### src/rtl/irq_arb_pkg.sv
package irq_arb_pkg;
  localparam int NSRC  = 5;
  localparam int IDX_W = $clog2(NSRC);

  // lowest-numbered set bit wins (fixed in-level polling order)
  function automatic logic [IDX_W-1:0] lowest_set(input logic [NSRC-1:0] v);
    logic [IDX_W-1:0] r;
    r = '0;
    for (int i = NSRC - 1; i >= 0; i--) begin
      if (v[i]) r = IDX_W'(i);
    end
    return r;
  endfunction

  function automatic logic [31:0] vector_for(input logic [IDX_W-1:0] idx,
                                             input int base, input int stride);
    return 32'(base) + 32'(idx) * 32'(stride);
  endfunction
endpackage

### src/rtl/irq_sampler.sv
module irq_sampler
  import irq_arb_pkg::*;
(
  input  logic            clk,
  input  logic            rst_n,
  input  logic            strobe,
  input  logic [NSRC-1:0] raw,
  output logic [NSRC-1:0] held,
  output logic            poll_now
);
  always_ff @(posedge clk) begin
    if (!rst_n) begin
      held     <= '0;
      poll_now <= 1'b0;
    end else begin
      poll_now <= strobe;
      if (strobe) held <= raw;
    end
  end
endmodule

### src/rtl/irq_picker.sv
module irq_picker
  import irq_arb_pkg::*;
(
  input  logic [NSRC-1:0]  pend,
  input  logic [NSRC-1:0]  lvl,
  input  logic             ip_hi,
  input  logic             ip_lo,
  output logic             hit,
  output logic [IDX_W-1:0] idx,
  output logic             pick_hi
);
  logic [NSRC-1:0] hi_v, lo_v;
  logic hi_ok, lo_ok;

  for (genvar g = 0; g < NSRC; g++) begin : g_split
    assign hi_v[g] = pend[g] & lvl[g];
    assign lo_v[g] = pend[g] & ~lvl[g];
  end

  assign hi_ok = (|hi_v) & ~ip_hi;
  assign lo_ok = (|lo_v) & ~ip_hi & ~ip_lo;

  always_comb begin
    hit     = hi_ok | lo_ok;
    pick_hi = hi_ok;
    idx     = hi_ok ? lowest_set(hi_v) : lowest_set(lo_v);
  end
endmodule

### src/rtl/irq_level_track.sv
module irq_level_track (
  input  logic clk,
  input  logic rst_n,
  input  logic take,
  input  logic take_hi,
  input  logic reti,
  output logic ip_hi,
  output logic ip_lo
);
  logic nx_hi, nx_lo;

  always_comb begin
    nx_hi = ip_hi;
    nx_lo = ip_lo;
    if (reti) begin
      if (ip_hi) nx_hi = 1'b0;
      else       nx_lo = 1'b0;
    end
    if (take) begin
      if (take_hi) nx_hi = 1'b1;
      else         nx_lo = 1'b1;
    end
  end

  always_ff @(posedge clk) begin
    if (!rst_n) begin
      ip_hi <= 1'b0;
      ip_lo <= 1'b0;
    end else begin
      ip_hi <= nx_hi;
      ip_lo <= nx_lo;
    end
  end
endmodule

### src/rtl/irq_arbiter.sv
module irq_arbiter
  import irq_arb_pkg::*;
#(
  parameter int ADDR_W     = 16,
  parameter int VEC_BASE   = 3,
  parameter int VEC_STRIDE = 8,
  parameter int REG_W      = 8,
  parameter int GLB_BIT    = 7
) (
  input  logic              clk,
  input  logic              rst_n,
  input  logic              state_strobe,
  input  logic [3:0]        flag_in,
  input  logic              ser_rx,
  input  logic              ser_tx,
  input  logic              en_we,
  input  logic [REG_W-1:0]  en_wdata,
  input  logic              lvl_we,
  input  logic [REG_W-1:0]  lvl_wdata,
  input  logic              reti_pulse,
  input  logic              core_block,
  input  logic              core_ack,
  output logic              vec_req,
  output logic [ADDR_W-1:0] vec_addr,
  output logic [NSRC-1:0]   src_ack
);
  logic [NSRC-1:0]  raw_flags, held_flags, pending;
  logic [NSRC-1:0]  en_src, lvl_src;
  logic             glb_en;
  logic             poll_now;
  logic             g_hit, g_hi;
  logic [IDX_W-1:0] g_idx;
  logic [IDX_W-1:0] win_idx;
  logic             win_hi;
  logic             accept, take;
  logic             ip_hi, ip_lo;
  logic             unused_rsvd;

  assign unused_rsvd = ^{en_wdata[GLB_BIT-1:NSRC], lvl_wdata[REG_W-1:NSRC]};

  assign raw_flags = {ser_rx | ser_tx, flag_in};

  always_ff @(posedge clk) begin
    if (!rst_n) begin
      en_src  <= '0;
      glb_en  <= 1'b0;
      lvl_src <= '0;
    end else begin
      if (en_we) begin
        glb_en <= en_wdata[GLB_BIT];
        en_src <= en_wdata[NSRC-1:0];
      end
      if (lvl_we) lvl_src <= lvl_wdata[NSRC-1:0];
    end
  end

  irq_sampler u_samp (
    .clk      (clk),
    .rst_n    (rst_n),
    .strobe   (state_strobe),
    .raw      (raw_flags),
    .held     (held_flags),
    .poll_now (poll_now)
  );

  assign pending = held_flags & en_src & {NSRC{glb_en}};

  irq_picker u_pick (
    .pend    (pending),
    .lvl     (lvl_src),
    .ip_hi   (ip_hi),
    .ip_lo   (ip_lo),
    .hit     (g_hit),
    .idx     (g_idx),
    .pick_hi (g_hi)
  );

  assign accept = poll_now & g_hit & ~vec_req & ~core_block;
  assign take   = vec_req & core_ack;

  always_ff @(posedge clk) begin
    if (!rst_n) begin
      vec_req  <= 1'b0;
      vec_addr <= '0;
      win_idx  <= '0;
      win_hi   <= 1'b0;
    end else if (take) begin
      vec_req <= 1'b0;
    end else if (accept) begin
      vec_req  <= 1'b1;
      vec_addr <= ADDR_W'(vector_for(g_idx, VEC_BASE, VEC_STRIDE));
      win_idx  <= g_idx;
      win_hi   <= g_hi;
    end
  end

  for (genvar g = 0; g < NSRC; g++) begin : g_ack
    assign src_ack[g] = take & (win_idx == IDX_W'(g));
  end

  irq_level_track u_lvl (
    .clk     (clk),
    .rst_n   (rst_n),
    .take    (take),
    .take_hi (win_hi),
    .reti    (reti_pulse),
    .ip_hi   (ip_hi),
    .ip_lo   (ip_lo)
  );
endmodule

### config.mk
export PLATFORM = sky130hd
export DESIGN_NAME = irq_arbiter
export DESIGN_NICKNAME = d
export VERILOG_FILES = /design/src/rtl/irq_arb_pkg.sv /design/src/rtl/irq_sampler.sv /design/src/rtl/irq_picker.sv /design/src/rtl/irq_level_track.sv /design/src/rtl/irq_arbiter.sv
export SDC_FILE = /design/constraint.sdc
export NUM_CORES = 1
export LEC_CHECK = 0
export BUFFER_PORTS_ARGS = -buffer_cell sky130_fd_sc_hd__buf_2
export CELL_PAD_IN_SITES_DETAIL_PLACEMENT = 1
export CELL_PAD_IN_SITES_GLOBAL_PLACEMENT = 1
export CORE_UTILIZATION = 39
export CTS_BUF_LIST = sky130_fd_sc_hd__clkbuf_2
export DETAILED_ROUTE_END_ITERATION = 7
export PLACE_DENSITY_LB_ADDON = 0.1
export SKIP_CTS_REPAIR_TIMING = 1
export SYNTH_ARGS = -nofsm -noshare
export SYNTH_HDL_FRONTEND = slang
export SYNTH_SLANG_ARGS = --single-unit
### constraint.sdc
create_clock -name clk -period 3.2 [get_ports clk]
set_input_delay 0.64 -clock clk [delete_from_list [all_inputs] [get_ports clk]]
set_output_delay 0.64 -clock clk [all_outputs]
set_load 0.02 [all_outputs]
# --- Word level (Yosys, flattened, before mapping) ---
# Cells that the tools add are included.
word_totals:
  ff_bits: 40
  input_bits: 30
  out_inout_bits: 22
  elab_cells: 76
classes:
  n_addsub: 1
  eq_ne: 4
  muxes: 18
  bitwise: 37
  n_reduce_logical: 5
op_table:
  columns: ["operator", "n"]
  rows:
  - ["two-way mux 3 bit", 11]
  - ["bitwise AND 1 bit", 22]
  - ["inverter 1 bit", 11]
  - ["bitwise AND 5 bit", 2]
  - ["OR reduction 5 bit", 2]
  - ["adder 2 x 6 -> 7 bit, first input constant", 1]
  - ["two-way mux 1 bit", 7]
  - ["== test 3 x 2 -> 1 bit, second input constant", 2]
  - ["== test 3 x 1 -> 1 bit, second input constant", 1]
  - ["== test 3 bit, second input constant", 1]
  - ["logical NOT 3 bit", 1]
  - ["OR 1 bit", 2]
  - ["AND reduction 2 bit", 1]
  - ["OR reduction 2 bit", 1]

# --- Logic depth before layout (Yosys ltp) ---
logic_depth:
  depth_word: 11
  depth_mapped: 6
  mapped_depth_nobuf: 5

# --- Modules after synthesis ---
# A second synthesis with hierarchy kept.
unflattened:
  hier_cells: 151
  area_unflattened_um2: 1391.3
by_module_without_submodules:
  columns: ["module", "n_inst", "cells_per_inst", "area_per_inst_um2", "seq_area_each_um2"]
  rows:
  - ["irq_arbiter", 1, 88, 832.0, 340.3]
  - ["irq_picker", 1, 36, 255.2, 0.0]
  - ["irq_sampler", 1, 18, 220.2, 120.1]
  - ["irq_level_track", 1, 9, 83.8, 40.0]

# --- Worst setup path before layout ---
# Ideal clock, no wire load.
synth_path:
  path_type: "input to output"
  from: "input core_ack"
  to: "output src_ack[4]"
  t_arrival_ps: 1471
  required_time_ps: 2560
  slack_ps: 1089
  path_stages: 2
  n_path_buf: 0
  cell_sequence: "nand2_1 -> nor4b_1"
synth_between:
  elab_chain_cells: 2
synth_rtl:
  columns: ["element", "line", "source"]
  rows:
  - ["start: declaration", "irq_arbiter.sv:22", "input logic core_ack,"]
  - ["bitwise AND 1 bit", "irq_arbiter.sv:79", "assign take = vec_req & core_ack;"]
  - ["bitwise AND 1 bit", "irq_arbiter.sv:98", "assign src_ack[g] = take & (win_idx == IDX_W'(g));"]
  - ["end: declaration", "irq_arbiter.sv:25", "output logic [NSRC-1:0] src_ack"]
# Every way passes these cells.

# --- Final worst setup path ---
layout_path:
  from: "register vec_req"
  to: "output src_ack[2]"
layout_between:
  elab_chain_cells: 2
layout_rtl:
  columns: ["element", "line", "source"]
  rows:
  - ["start: declaration", "irq_arbiter.sv:23", "output logic vec_req,"]
  - ["start signal: assignment", "irq_arbiter.sv:83", "vec_req <= 1'b0;"]
  - ["start signal: assignment", "irq_arbiter.sv:88", "vec_req <= 1'b0;"]
  - ["start signal: assignment", "irq_arbiter.sv:90", "vec_req <= 1'b1;"]
  - ["bitwise AND 1 bit", "irq_arbiter.sv:79", null]
  - ["bitwise AND 1 bit", "irq_arbiter.sv:98", null]
# Every way passes these cells.

==> impl_metrics.env <==
export IMPL_synthesis_instances=139
export IMPL_area_growth_pct=12.3
export IMPL_floorplan_die_area_sq_mm=0.00355
export IMPL_timing_final_crit_period_ns=2.06
export IMPL_master_cell_of_the_clock_root_buffer="sky130_fd_sc_hd__clkbuf_2"
export IMPL_fin_skew_ns=0.00572
export IMPL_critical_path_top_delay_family="simple AND/OR/NAND/NOR gates"
export IMPL_path_buf_inv=1
export IMPL_layout_drive_gt1_share_pct=25.0
export IMPL_holdCritPathClass="reg2reg"
export IMPL_slowest_delay_ns=0.44
export IMPL_grt_overflow=0
export IMPL_grt_max_degree=29
export IMPL_vdd_drop_max_mv=0.220
export IMPL_worst_r2r_path_depth=5
export IMPL_fin_crit_sh_pct=64.5
export IMPL_clock_latency_ns=0.34
export IMPL_worstPathRequired_ns=2.56
export IMPL_max_freq_mhz=485
export IMPL_timing_reg2reg_setup_slack_ns=1.42
export IMPL_outcome="complete, no violations"
export IMPL_syn_mean_instance_area_sq_um=9.30
export IMPL_tritoncts="built"
export IMPL_die_height_um=59.6
export IMPL_fp_coreArea_sq_mm=0.00310
export IMPL_final_max_slew_viol_count=0
export IMPL_grt_first_pass_wirelength_um=4550
export IMPL_r2r_start="glb_en$_SDFFE_PN0P_"
export IMPL_grt_setup_unrepaired="false"
export IMPL_power_leakage_nw=0.659
export IMPL_drtAntennaViolNets=0
export IMPL_critical_path_cell_chain="nand2_1 > nor2_1 > nand2_1 > nor2_1 > buf_2"
export IMPL_finalNetCount=199
export IMPL_worst_flop_to_flop_path_endpoint="win_idx[1]$_SDFFE_PN0P_"
export IMPL_insertedDiodeCount=0
export IMPL_criticalPathCategory="reg2out"
export IMPL_hold_start="vec_addr[1]$_SDFFE_PN0P_"
export IMPL_total_via_count_in_the_routed_design=1082
export IMPL_cts_buffers_inserted=3
export IMPL_synth_largest_area_cell="sky130_fd_sc_hd__dfxtp_1"
export IMPL_remaining_drc_errors=0
export IMPL_length_of_the_first_detailed_routing_pass_in_iterations=3
export IMPL_grt_antenna_before_repair=0
export IMPL_cts_htree_levels=1
export IMPL_cts_buffer_depth=2
export IMPL_timing_critical_path_arrival_ns=1.42
export IMPL_starting_density_of_the_core_pct=41.7
export IMPL_finalWirelength_um=2760
export IMPL_yosys_warnings=0
export IMPL_post_route_worst_setup_slack_ns=1.14
export IMPL_netlist_area_sq_mm=0.00129
export IMPL_timing_final_hold_violations=0
export IMPL_yosys_top_cells_area="sky130_fd_sc_hd__dfxtp_1 (39%), sky130_fd_sc_hd__mux2i_1 (15%), sky130_fd_sc_hd__nor2b_1 (8.7%), sky130_fd_sc_hd__buf_4 (7.0%), sky130_fd_sc_hd__nand4b_1 (2.7%)"
export IMPL_finalSetupViolCount=0
export IMPL_n_fill_cell=413
export IMPL_dp_worst_setup_slack_ns=1.18
export IMPL_timing_hold_worst_path_depth=1
export IMPL_powerDensity_mw_per_mm2=361
export IMPL_drv_max_cap_violation_count=0
export IMPL_groute_usage_overall_pct=17.2
export IMPL_post_synth_num_cell_types=33
export IMPL_die_x_um=59.6
export IMPL_crit_path_top_delay_cell="sky130_fd_sc_hd__dfxtp_1"
export IMPL_route_detailed_vias_per_inst=5.10
export IMPL_cp_end_kind="output port"
export IMPL_cp_max_fo=5
export IMPL_yosysSeqAreaShare_pct=38.7
export IMPL_vias_in_the_first_global_route=1047
export IMPL_routed_wire_length_per_instance_um=13.0
export IMPL_weighted_congestion_reported_at_the_end_of_routability_driven_placement=0.753
export IMPL_cts_sinks=25
export IMPL_p_total_mw=0.524
export IMPL_setup_tns_ns=0
export IMPL_critPathLaunchType="register"
export IMPL_hold_path_end="vec_addr[1]$_SDFFE_PN0P_"
export IMPL_postSynthRegisterBits=25
export IMPL_clk_pin_slew_ns=0.23
export IMPL_std_cell_rows=20
export IMPL_numPlacedInstances=208
export IMPL_drt_first_iter_violations=24
export IMPL_fin_cells=212
export IMPL_synth_top_area_share_pct=38.7
export IMPL_top_level_port_count=52
export IMPL_place_port_buffers=35
export IMPL_hpwlAfterDp_um=2150
==> report_power, final <==
group          switching (mW)  total [mW]  internal [mW]  leakage (nW)
registers              0.0119       0.337          0.325         0.205
clock network          0.0950       0.123         0.0284        0.0164
logic                  0.0349      0.0636         0.0287         0.437
total                   0.142       0.524          0.382         0.659
==> cell usage after synthesis <==
| cell type | instances |
|---|---|
| sky130_fd_sc_hd__nand2_1 | 7 |
| sky130_fd_sc_hd__inv_1 | 2 |
| sky130_fd_sc_hd__o2111ai_1 | 1 |
| sky130_fd_sc_hd__buf_6 | 1 |
| sky130_fd_sc_hd__buf_2 | 1 |
| sky130_fd_sc_hd__nor2b_1 | 18 |
| sky130_fd_sc_hd__nand3_1 | 1 |
| sky130_fd_sc_hd__a21o_2 | 1 |
| sky130_fd_sc_hd__nor2_1 | 5 |
| sky130_fd_sc_hd__or4b_4 | 1 |
| sky130_fd_sc_hd__nand4_1 | 4 |
| sky130_fd_sc_hd__a21oi_2 | 1 |
| sky130_fd_sc_hd__nor4_1 | 1 |
| sky130_fd_sc_hd__o31a_1 | 1 |
| sky130_fd_sc_hd__nor4b_1 | 1 |
| sky130_fd_sc_hd__o21ai_0 | 5 |
| sky130_fd_sc_hd__dfxtp_1 | 25 |
| sky130_fd_sc_hd__and2_1 | 2 |
| sky130_fd_sc_hd__conb_1 | 1 |
| sky130_fd_sc_hd__a21oi_1 | 5 |
| sky130_fd_sc_hd__clkbuf_1 | 6 |
| sky130_fd_sc_hd__and3_1 | 3 |
| sky130_fd_sc_hd__mux2i_1 | 19 |
| sky130_fd_sc_hd__nand4b_1 | 4 |
| sky130_fd_sc_hd__o221ai_1 | 1 |
| sky130_fd_sc_hd__and4b_1 | 2 |
| sky130_fd_sc_hd__a41oi_1 | 1 |
| sky130_fd_sc_hd__o21a_1 | 3 |
| sky130_fd_sc_hd__o32ai_1 | 1 |
| sky130_fd_sc_hd__buf_4 | 12 |
| sky130_fd_sc_hd__and4_1 | 1 |
| sky130_fd_sc_hd__a32oi_1 | 1 |
| sky130_fd_sc_hd__a21boi_0 | 1 |
==> layout by cell type, fill, tap and decap left out <==
cell / n
sky130_fd_sc_hd__or4b_4: 1
sky130_fd_sc_hd__nor2b_1: 18
sky130_fd_sc_hd__and3_1: 3
sky130_fd_sc_hd__a21boi_0: 1
sky130_fd_sc_hd__a21oi_1: 5
sky130_fd_sc_hd__buf_2: 35
sky130_fd_sc_hd__inv_1: 2
sky130_fd_sc_hd__a21o_2: 1
sky130_fd_sc_hd__nand2_1: 7
sky130_fd_sc_hd__nand3_1: 1
sky130_fd_sc_hd__dfxtp_1: 25
sky130_fd_sc_hd__a32oi_1: 1
sky130_fd_sc_hd__and4_1: 1
sky130_fd_sc_hd__and2_1: 2
sky130_fd_sc_hd__nor2_1: 5
sky130_fd_sc_hd__o221ai_1: 1
sky130_fd_sc_hd__o21ai_0: 5
sky130_fd_sc_hd__o31a_1: 1
sky130_fd_sc_hd__a41oi_1: 1
sky130_fd_sc_hd__clkinv_2: 1
sky130_fd_sc_hd__a21oi_2: 1
sky130_fd_sc_hd__conb_1: 11
sky130_fd_sc_hd__nor4_1: 1
sky130_fd_sc_hd__o2111ai_1: 1
sky130_fd_sc_hd__mux2i_1: 19
sky130_fd_sc_hd__nand4_1: 4
sky130_fd_sc_hd__o32ai_1: 1
sky130_fd_sc_hd__clkbuf_2: 3
sky130_fd_sc_hd__and4b_1: 2
sky130_fd_sc_hd__nor4b_1: 1
sky130_fd_sc_hd__o21a_1: 3
sky130_fd_sc_hd__nand4b_1: 4
==> through the flow <==
| step | area, sq um | utilization (%) | hold WS [ns] |
|---|---|---|---|
| 3_3_place_gp | 1430 | 46.1 | 0.458 |
| 3_5_place_dp | 1430 | 46.1 | 0.476 |
| 4_1_cts | 1450 | 46.8 | 0.517 |
| 6_report | 1450 | 46.8 | 0.514 |
| 5_1_grt | 1450 | 46.8 | 0.509 |
| 2_1_floorplan | 1330 | - | 0.489 |
==> registers in the layout, indices dropped and copies added (netlist names) <==
name	flops
en_src	5
u_lvl.ip_lo	1
lvl_src	5
vec_req	1
u_samp.held	5
vec_addr	1
u_lvl.ip_hi	1
glb_en	1
u_samp.poll_now	1
win_idx	3
win_hi	1
==> kinds of logic (layout without fill, tap and decap cells) <==
group / after synthesis / count (layout) / synth area share [%]
and+or+nand+nor: 50 / 50 / 24.1
DFF: 25 / 25 / 38.7
AOI/OAI and AO/OA: 22 / 22 / 11.6
buffers and inverters: 22 / 41 / 10.6
muxes: 19 / 19 / 14.7
other: 1 / 11 / 0.290
==> layout make-up <==
type / instances / area [sq um] / share of cell area (%)
Clock buffer: 3 / 15.0 / 1.03
Clock inverter: 1 / 5.00 / 0.345
Inverter: 2 / 7.51 / 0.517
Multi-Input combinational cell: 102 / 693 / 47.8
Sequential cell: 25 / 500 / 34.5
Tap cell: 44 / 55.1 / 3.79
Timing Repair Buffer: 35 / 175 / 12.1
==> how the worst max path moves through the flow <==
stage,startpoint,endpoint,slack (ns),depth (start not counted)
finish,vec_req$_SDFFE_PP0P_,src_ack[2],1.14,5
global route,vec_req$_SDFFE_PP0P_,src_ack[2],0.92,5
CTS,vec_req$_SDFFE_PP0P_,src_ack[2],1.09,5
detailed placement,core_ack,src_ack[2],1.18,6
global placement,core_ack,src_ack[3],1.24,5
floorplan,core_ack,src_ack[4],1.09,2
==> per-layer routing <==
metal  routed length (um)  GRT usage, %  part of all wire [%]  vias up
li1                     -             -                     -      525
met1                 1240          20.2                    45      523
met2                 1390          31.3                    50       32
met3                  108          2.18                   3.9        2
met4                   17          6.98                  0.62        0
met5                    0             0                     0        -
(Power assumes the default switching activity.)
